$ cat src/rtl/gpio_pkg.sv
package gpio_pkg;
  localparam int unsigned OFS_OUT   = 32'h00;
  localparam int unsigned OFS_DIR   = 32'h04;
  localparam int unsigned OFS_BLINK = 32'h08;
  localparam int unsigned OFS_POL   = 32'h0C;
  localparam int unsigned OFS_DIN   = 32'h10;
  localparam int unsigned OFS_CAUSE = 32'h14;
  localparam int unsigned OFS_EMASK = 32'h18;
  localparam int unsigned OFS_LMASK = 32'h1C;
  localparam int unsigned DATA_W    = 32;
endpackage

$ cat src/rtl/gpio_sync.sv
module gpio_sync #(
  parameter int unsigned WIDTH = 32
) (
  input  logic             clk_i,
  input  logic             rst_ni,
  input  logic [WIDTH-1:0] d_i,
  output logic [WIDTH-1:0] q_o
);
  logic [WIDTH-1:0] s1_q, s2_q;

  always_ff @(posedge clk_i or negedge rst_ni) begin
    if (!rst_ni) begin
      s1_q <= '0;
      s2_q <= '0;
    end else begin
      s1_q <= d_i;
      s2_q <= s1_q;
    end
  end

  assign q_o = s2_q;
endmodule

$ cat src/rtl/gpio_blink.sv
module gpio_blink #(
  parameter int unsigned DIV = 4
) (
  input  logic clk_i,
  input  logic rst_ni,
  output logic phase_o
);
  localparam int unsigned CW = (DIV > 1) ? $clog2(DIV) : 1;
  localparam logic [CW-1:0] LAST = CW'(DIV - 1);

  logic [CW-1:0] cnt_q;
  logic          phase_q;

  always_ff @(posedge clk_i or negedge rst_ni) begin
    if (!rst_ni) begin
      cnt_q   <= '0;
      phase_q <= 1'b0;
    end else if (cnt_q == LAST) begin
      cnt_q   <= '0;
      phase_q <= ~phase_q;
    end else begin
      cnt_q <= cnt_q + 1'b1;
    end
  end

  assign phase_o = phase_q;
endmodule

$ cat src/rtl/gpio_edge.sv
module gpio_edge #(
  parameter int unsigned WIDTH = 32
) (
  input  logic             clk_i,
  input  logic             rst_ni,
  input  logic [WIDTH-1:0] din_i,
  input  logic             wr_i,
  input  logic [WIDTH-1:0] keep_i,
  output logic [WIDTH-1:0] cause_o
);
  logic [WIDTH-1:0] prev_q, cause_q, cause_d;

  for (genvar i = 0; i < WIDTH; i++) begin : g_bit
    // rising transition wins over a same-cycle clear
    assign cause_d[i] = (din_i[i] & ~prev_q[i]) |
                        (cause_q[i] & ~(wr_i & ~keep_i[i]));
  end

  always_ff @(posedge clk_i or negedge rst_ni) begin
    if (!rst_ni) begin
      prev_q  <= '0;
      cause_q <= '0;
    end else begin
      prev_q  <= din_i;
      cause_q <= cause_d;
    end
  end

  assign cause_o = cause_q;
endmodule

$ cat src/rtl/gpio_bank.sv
module gpio_bank
  import gpio_pkg::*;
#(
  parameter int unsigned NUM_PINS  = 32,
  parameter int unsigned ADDR_W    = 8,
  parameter int unsigned MASK_OFS  = 0,
  parameter int unsigned BLINK_DIV = 4
) (
  input  logic                clk_i,
  input  logic                rst_ni,
  input  logic                we_i,
  input  logic [ADDR_W-1:0]   addr_i,
  input  logic [DATA_W-1:0]   wdata_i,
  output logic [DATA_W-1:0]   rdata_o,
  input  logic [NUM_PINS-1:0] pin_i,
  output logic [NUM_PINS-1:0] pin_o,
  output logic [NUM_PINS-1:0] pin_oe_o,
  output logic                irq_o
);
  localparam int unsigned N = NUM_PINS;
  localparam logic [ADDR_W-1:0] A_OUT   = ADDR_W'(OFS_OUT);
  localparam logic [ADDR_W-1:0] A_DIR   = ADDR_W'(OFS_DIR);
  localparam logic [ADDR_W-1:0] A_BLINK = ADDR_W'(OFS_BLINK);
  localparam logic [ADDR_W-1:0] A_POL   = ADDR_W'(OFS_POL);
  localparam logic [ADDR_W-1:0] A_DIN   = ADDR_W'(OFS_DIN);
  localparam logic [ADDR_W-1:0] A_CAUSE = ADDR_W'(OFS_CAUSE);
  localparam logic [ADDR_W-1:0] A_EMASK = ADDR_W'(OFS_EMASK + MASK_OFS);
  localparam logic [ADDR_W-1:0] A_LMASK = ADDR_W'(OFS_LMASK + MASK_OFS);

  logic [N-1:0] out_q, dir_q, blink_q, pol_q, emask_q, lmask_q;
  logic [N-1:0] wd, sync, din, cause;
  logic         phase;
  logic         wr_cause;

  assign wd       = wdata_i[N-1:0];
  assign wr_cause = we_i && (addr_i == A_CAUSE);

  always_ff @(posedge clk_i or negedge rst_ni) begin
    if (!rst_ni) begin
      out_q   <= '0;
      dir_q   <= '1;
      blink_q <= '0;
      pol_q   <= '0;
      emask_q <= '0;
      lmask_q <= '0;
    end else if (we_i) begin
      if (addr_i == A_OUT)   out_q   <= wd;
      if (addr_i == A_DIR)   dir_q   <= wd;
      if (addr_i == A_BLINK) blink_q <= wd;
      if (addr_i == A_POL)   pol_q   <= wd;
      if (addr_i == A_EMASK) emask_q <= wd;
      if (addr_i == A_LMASK) lmask_q <= wd;
    end
  end

  gpio_sync #(.WIDTH(N)) u_sync (
    .clk_i  (clk_i),
    .rst_ni (rst_ni),
    .d_i    (pin_i),
    .q_o    (sync)
  );

  assign din = sync ^ pol_q;

  gpio_edge #(.WIDTH(N)) u_edge (
    .clk_i   (clk_i),
    .rst_ni  (rst_ni),
    .din_i   (din),
    .wr_i    (wr_cause),
    .keep_i  (wd),
    .cause_o (cause)
  );

  gpio_blink #(.DIV(BLINK_DIV)) u_blink (
    .clk_i   (clk_i),
    .rst_ni  (rst_ni),
    .phase_o (phase)
  );

  assign pin_o    = (blink_q & {N{phase}}) | (~blink_q & out_q);
  assign pin_oe_o = ~dir_q;
  assign irq_o    = |((din & lmask_q) | (cause & emask_q));

  always_comb begin
    rdata_o = '0;
    if      (addr_i == A_OUT)   rdata_o[N-1:0] = out_q;
    else if (addr_i == A_DIR)   rdata_o[N-1:0] = dir_q;
    else if (addr_i == A_BLINK) rdata_o[N-1:0] = blink_q;
    else if (addr_i == A_POL)   rdata_o[N-1:0] = pol_q;
    else if (addr_i == A_DIN)   rdata_o[N-1:0] = din;
    else if (addr_i == A_CAUSE) rdata_o[N-1:0] = cause;
    else if (addr_i == A_EMASK) rdata_o[N-1:0] = emask_q;
    else if (addr_i == A_LMASK) rdata_o[N-1:0] = lmask_q;
  end
endmodule

$ cat config.mk
export PLATFORM = sky130hd
export DESIGN_NAME = gpio_bank
export DESIGN_NICKNAME = d
export VERILOG_FILES = /design/src/rtl/gpio_pkg.sv /design/src/rtl/gpio_sync.sv /design/src/rtl/gpio_blink.sv /design/src/rtl/gpio_edge.sv /design/src/rtl/gpio_bank.sv
export SDC_FILE = /design/constraint.sdc
export NUM_CORES = 1
export LEC_CHECK = 0
export ABC_AREA = 1
export ABC_CLOCK_PERIOD_IN_PS = 1450
export BUFFER_PORTS_ARGS = -buffer_cell sky130_fd_sc_hd__buf_2
export CORE_ASPECT_RATIO = 1.4
export CORE_UTILIZATION = 25
export DETAILED_ROUTE_END_ITERATION = 7
export PLACE_DENSITY = 0.44
export RECOVER_POWER = 100
export SKIP_LAST_GASP = 1
export SYNTH_ARGS = -nofsm -noshare
export SYNTH_HDL_FRONTEND = slang
export SYNTH_SLANG_ARGS = --single-unit
$ cat constraint.sdc
create_clock -name clk_i -period 1.45 [get_ports clk_i]
set_input_delay 0.0725 -clock clk_i [delete_from_list [all_inputs] [get_ports clk_i]]
set_output_delay 0.0725 -clock clk_i [all_outputs]
set_load 0.01 [all_outputs]
==> flow_results.xml <==
<?xml version="1.0" encoding="UTF-8"?>
<metrics>
  <group name="synth">
    <metric name="synthesis.nets" unit="">1642</metric>
    <metric name="synth-simple-area-share" unit="%">21.5</metric>
    <metric name="synth_seq_area_share" unit="%">58.0</metric>
    <metric name="complex_gate_fraction_of_the_synthesized_area" unit="%">9.56</metric>
    <metric name="netlist-cell-type-count" unit="">30</metric>
    <metric name="muxShareOfSynthArea" unit="%">2.33</metric>
    <metric name="synthesis.instances" unit="">1566</metric>
    <metric name="post_synth_xor_area_fraction" unit="%">2.06</metric>
    <metric name="ys_seq_elements" unit="">323</metric>
    <metric name="mappedNetlistArea" unit="µm²">14000</metric>
    <metric name="synth_adder_area_share" unit="%">0.0893</metric>
    <metric name="syn_avg_cell_area" unit="µm²">8.95</metric>
    <metric name="dominant_combinational_cell_family_by_area_after_synthesis" unit="">simple AND/OR/NAND/NOR gates</metric>
    <metric name="yosys_warnings" unit="">0</metric>
  </group>
  <group name="clock_network">
    <metric name="cts.sinks" unit="">323</metric>
    <metric name="cts_buffers" unit="">37</metric>
    <metric name="clk_pin_slew" unit="ns">0.06</metric>
    <metric name="cts-root-buf" unit="">clkbuf_16</metric>
    <metric name="htree_levels" unit="">2</metric>
    <metric name="ctsLongestPathBuffers" unit="">3</metric>
    <metric name="clk-insertion-delay-late" unit="ns">0.55</metric>
    <metric name="tritoncts" unit="">built</metric>
  </group>
  <group name="drt">
    <metric name="number_of_optimization_iterations_in_the_first_detailed_route_pass" unit="">7</metric>
    <metric name="wl_per_cell" unit="µm">18.9</metric>
    <metric name="drc" unit="">0</metric>
    <metric name="drtIter0Drc" unit="">556</metric>
    <metric name="vias_per_cell" unit="">4.47</metric>
    <metric name="route.antenna.remaining_nets" unit="">0</metric>
    <metric name="num_vias" unit="">12100</metric>
    <metric name="post_detailed_routing_wire_length" unit="µm">51100</metric>
  </group>
  <group name="power">
    <metric name="cellPowerDensity" unit="nW/µm²">1080</metric>
    <metric name="power_consumption" unit="mW">21.6</metric>
    <metric name="static-leakage-power" unit="nW">9.30</metric>
    <metric name="ir_drop" unit="µV">622</metric>
  </group>
  <group name="min_path">
    <metric name="hold_path.startpoint" unit="">we_i</metric>
    <metric name="min_path_type" unit="">in -&gt; reg</metric>
    <metric name="min_delay_worst_endpoint" unit="">dir_q[21]</metric>
    <metric name="min_path_cells" unit="">3</metric>
  </group>
  <group name="die">
    <metric name="die_width" unit="µm">202</metric>
    <metric name="floorplan.die_area" unit="µm²">57000</metric>
    <metric name="num_io_pins" unit="">172</metric>
    <metric name="dieHeight" unit="µm">282</metric>
    <metric name="floorplan.core_area" unit="µm²">55400</metric>
    <metric name="rows" unit="">102</metric>
    <metric name="effective_utilization_at_floorplan" unit="%">25.3</metric>
  </group>
  <group name="layout">
    <metric name="antenna-diode-count" unit="">0</metric>
    <metric name="fill_cells" unit="">5743</metric>
    <metric name="post-route-cell-area" unit="µm²">20000</metric>
    <metric name="postLayoutCoreUtil" unit="%">36.2</metric>
    <metric name="post_route_cells_drive_above_1_share" unit="%">30.4</metric>
    <metric name="num-nets-final" unit="">2026</metric>
    <metric name="area_growth_syn_to_layout" unit="%">43.0</metric>
  </group>
  <group name="sta">
    <metric name="fmax" unit="MHz">475</metric>
    <metric name="maxSlewViolCount" unit="">0</metric>
    <metric name="post-route-worst-setup-slack" unit="ns">-0.657</metric>
    <metric name="final_worst_clock_skew" unit="ns">0.0177</metric>
    <metric name="final.period_utilization" unit="%">145</metric>
    <metric name="setup_viol_count_final" unit="">118</metric>
    <metric name="setup_repair_after_global_routing_missed_its_margin" unit="">true</metric>
    <metric name="final.setup.tns" unit="ns">-24.26</metric>
    <metric name="relSlewSlack" unit="%">41.0</metric>
    <metric name="layout_min_cycle_time" unit="ns">2.11</metric>
    <metric name="timing.final.hold_violations" unit="">0</metric>
    <metric name="tightestPinTransition" unit="ns">0.885</metric>
  </group>
  <group name="setup_path">
    <metric name="r2r_setup_slack" unit="ns">0.23</metric>
    <metric name="path_max_fanout" unit="">2</metric>
    <metric name="worst_ep_required_time" unit="ns">1.38</metric>
    <metric name="r2r_start" unit="">u_sync.q_o[14]</metric>
    <metric name="worst_ep_arrival_time" unit="ns">2.03</metric>
    <metric name="setup.worst_path.end_class" unit="">output port</metric>
    <metric name="startpoint_type" unit="">register</metric>
    <metric name="regToRegEndpoint" unit="">u_edge.cause_o[14]</metric>
    <metric name="r2r_cells" unit="">6</metric>
    <metric name="worst-setup-path-type" unit="">reg -&gt; out</metric>
  </group>
  <group name="outcome">
    <metric name="failed_checks" unit="">setup timing</metric>
    <metric name="status" unit="">finished with violations</metric>
  </group>
  <group name="placed_design">
    <metric name="buffer_ports.inserted" unit="">171</metric>
    <metric name="place_ws" unit="ns">-0.280</metric>
    <metric name="placedInstanceArea" unit="µm²">17100</metric>
    <metric name="gp_routability_congestion" unit="">0.796</metric>
    <metric name="post-dp-hpwl" unit="µm">35200</metric>
  </group>
  <group name="grt">
    <metric name="grt_util_all_layers" unit="%">18.0</metric>
    <metric name="grt_max_degree" unit="">75</metric>
    <metric name="first_global_vias" unit="">12300</metric>
    <metric name="grt_antenna_before_repair" unit="">0</metric>
    <metric name="grt_pass1_wl" unit="µm">77000</metric>
    <metric name="globalRouteOverflowTotal" unit="">0</metric>
  </group>
  <group name="flow_run">
    <metric name="drv_cap" unit="">0</metric>
  </group>
</metrics>
## where the power goes
group          switching [mW]  internal, mW
registers               0.281          9.48
clock network            3.86          6.05
logic                    1.08         0.880
total                    5.21          16.4
## placed cells by master (no fill, tap or decap), types with 2 or more instances in the layout
| cell | n |
|---|---|
| nand3_2 | 39 |
| nor2_1 | 69 |
| buf_4 | 122 |
| inv_2 | 9 |
| dfrtp_1 | 290 |
| xor2_1 | 13 |
| clkbuf_8 | 10 |
| o21ai_0 | 89 |
| nor3_4 | 11 |
| inv_1 | 131 |
| o21ai_1 | 166 |
| nand2_2 | 25 |
| buf_2 | 137 |
| dlygate4sd3_1 | 66 |
| nor2_2 | 14 |
| xor2_2 | 7 |
| nand2_4 | 5 |
| nand2_1 | 387 |
| clkbuf_1 | 23 |
| nor3_2 | 14 |
| mux2_4 | 17 |
| mux2_2 | 12 |
| xnor2_1 | 5 |
| buf_16 | 2 |
| clkinv_2 | 6 |
| clkbuf_4 | 2 |
| buf_6 | 36 |
| bufinv_16 | 4 |
| nand3_1 | 85 |
| dfstp_2 | 32 |
| a21oi_1 | 10 |
| xnor2_2 | 8 |
| clkbuf_16 | 39 |
| buf_12 | 35 |
| clkbuf_2 | 2 |
| nor2_4 | 8 |
| nand4_1 | 38 |
## registers in the layout, summed over array words and instances (netlist names)
signal	count
blink_q	32
dir_q	32
emask_q	32
lmask_q	32
out_q	32
pol_q	32
u_blink.cnt_q	2
u_blink.phase_o	1
u_edge.cause_o	32
u_edge.prev_q	32
u_sync.q_o	32
u_sync.s1_q	32
## how the worst max path moves through the flow
stage	endpoint	slack, ns	start
floorplan	irq_o	0.31	pol_q[11]
global placement	rdata_o[22]	-0.25	addr_i[0]
detailed placement	rdata_o[22]	-0.28	addr_i[0]
CTS	irq_o	-0.66	u_sync.q_o[5]
global route	irq_o	-0.79	pol_q[23]
finish	irq_o	-0.66	u_sync.q_o[0]
## repair_timing
item | CTS | global route
resized for setup | 124 | 90
gates cloned | 3 | 0
buffers inserted | 15 | 14
endpoints found under the hold margin | 524 | 0
setup endpoints to repair | 65 | 65
hold buffers | 66 | 0
pin swaps | 76 | 50
## area by class of cell
class / count / area (µm²) / share of cell area, %
Sequential cell: 323 / 8120 / 40.5
Multi-Input combinational cell: 1028 / 5650 / 28.2
Timing Repair Buffer: 420 / 3550 / 17.7
Clock buffer: 56 / 1120 / 5.59
Tap cell: 728 / 911 / 4.55
Inverter: 140 / 526 / 2.62
Clock inverter: 11 / 159 / 0.793
## per-layer routing
| layer | track usage [%] | wire (µm) | up-vias |
|---|---|---|---|
| met5 | 0 | 0 | - |
| met4 | 6.44 | 1660 | 0 |
| met3 | 1.87 | 1530 | 74 |
| met2 | 33.1 | 26700 | 249 |
| met1 | 21.7 | 21300 | 5900 |
| li1 | - | - | 5863 |
## critical path, stage by stage (launching register included)
cell and delay [ns]:
dfrtp_1 0.39, xnor2_1 0.22, inv_1 0.12, nand2_1 0.08, nand2_2 0.08, nor2_1 0.09, nand2_1 0.07, nor2_1 0.09
nand3b_1 0.19, buf_6 0.19
## cells in the mapped netlist
master,count,share of area (%)
nand2_1,410,11
dfrtp_1,291,52
o21ai_1,166,5.9
inv_1,136,3.6
nand3_1,122,4.4
o21ai_0,89,3.2
nor2_1,84,2.2
buf_2,48,1.7
nand4_1,38,1.7
dfstp_2,32,6.0
mux2_2,29,2.3
nor3_1,25,0.89
xor2_1,20,1.2
clkbuf_1,18,0.48
xnor2_1,13,0.81
a21oi_1,11,0.39
nand2_2,5,0.22
nor2_4,5,0.40
buf_4,4,0.21
buf_6,4,0.32
inv_2,4,0.11
nand2_4,2,0.16
nand3_2,2,0.14
nor2_2,2,0.089
buf_1,1,0.027
ha_1,1,0.089
nand3_4,1,0.13
nand3b_1,1,0.054
nor3_4,1,0.12
o21ai_2,1,0.063
## logic make-up after synthesis
family	Yosys count
xor gates and xnor gates	33
muxes	29
buffers and inverters	215
DFF	323
and+or+nand+nor	698
adders and majority gates	1
AOI/OAI and AO/OA	267
## metrics by stage
stage,instances,hold slack [ns]
after floorplan,1566,-0.223
after global placement,2556,-0.0695
after detailed placement,2556,-0.0707
after CTS,2699,0.00357
after global routing,2706,0.0211
final,2706,0.00734
No activity file was read; power rests on OpenSTA's default activity.
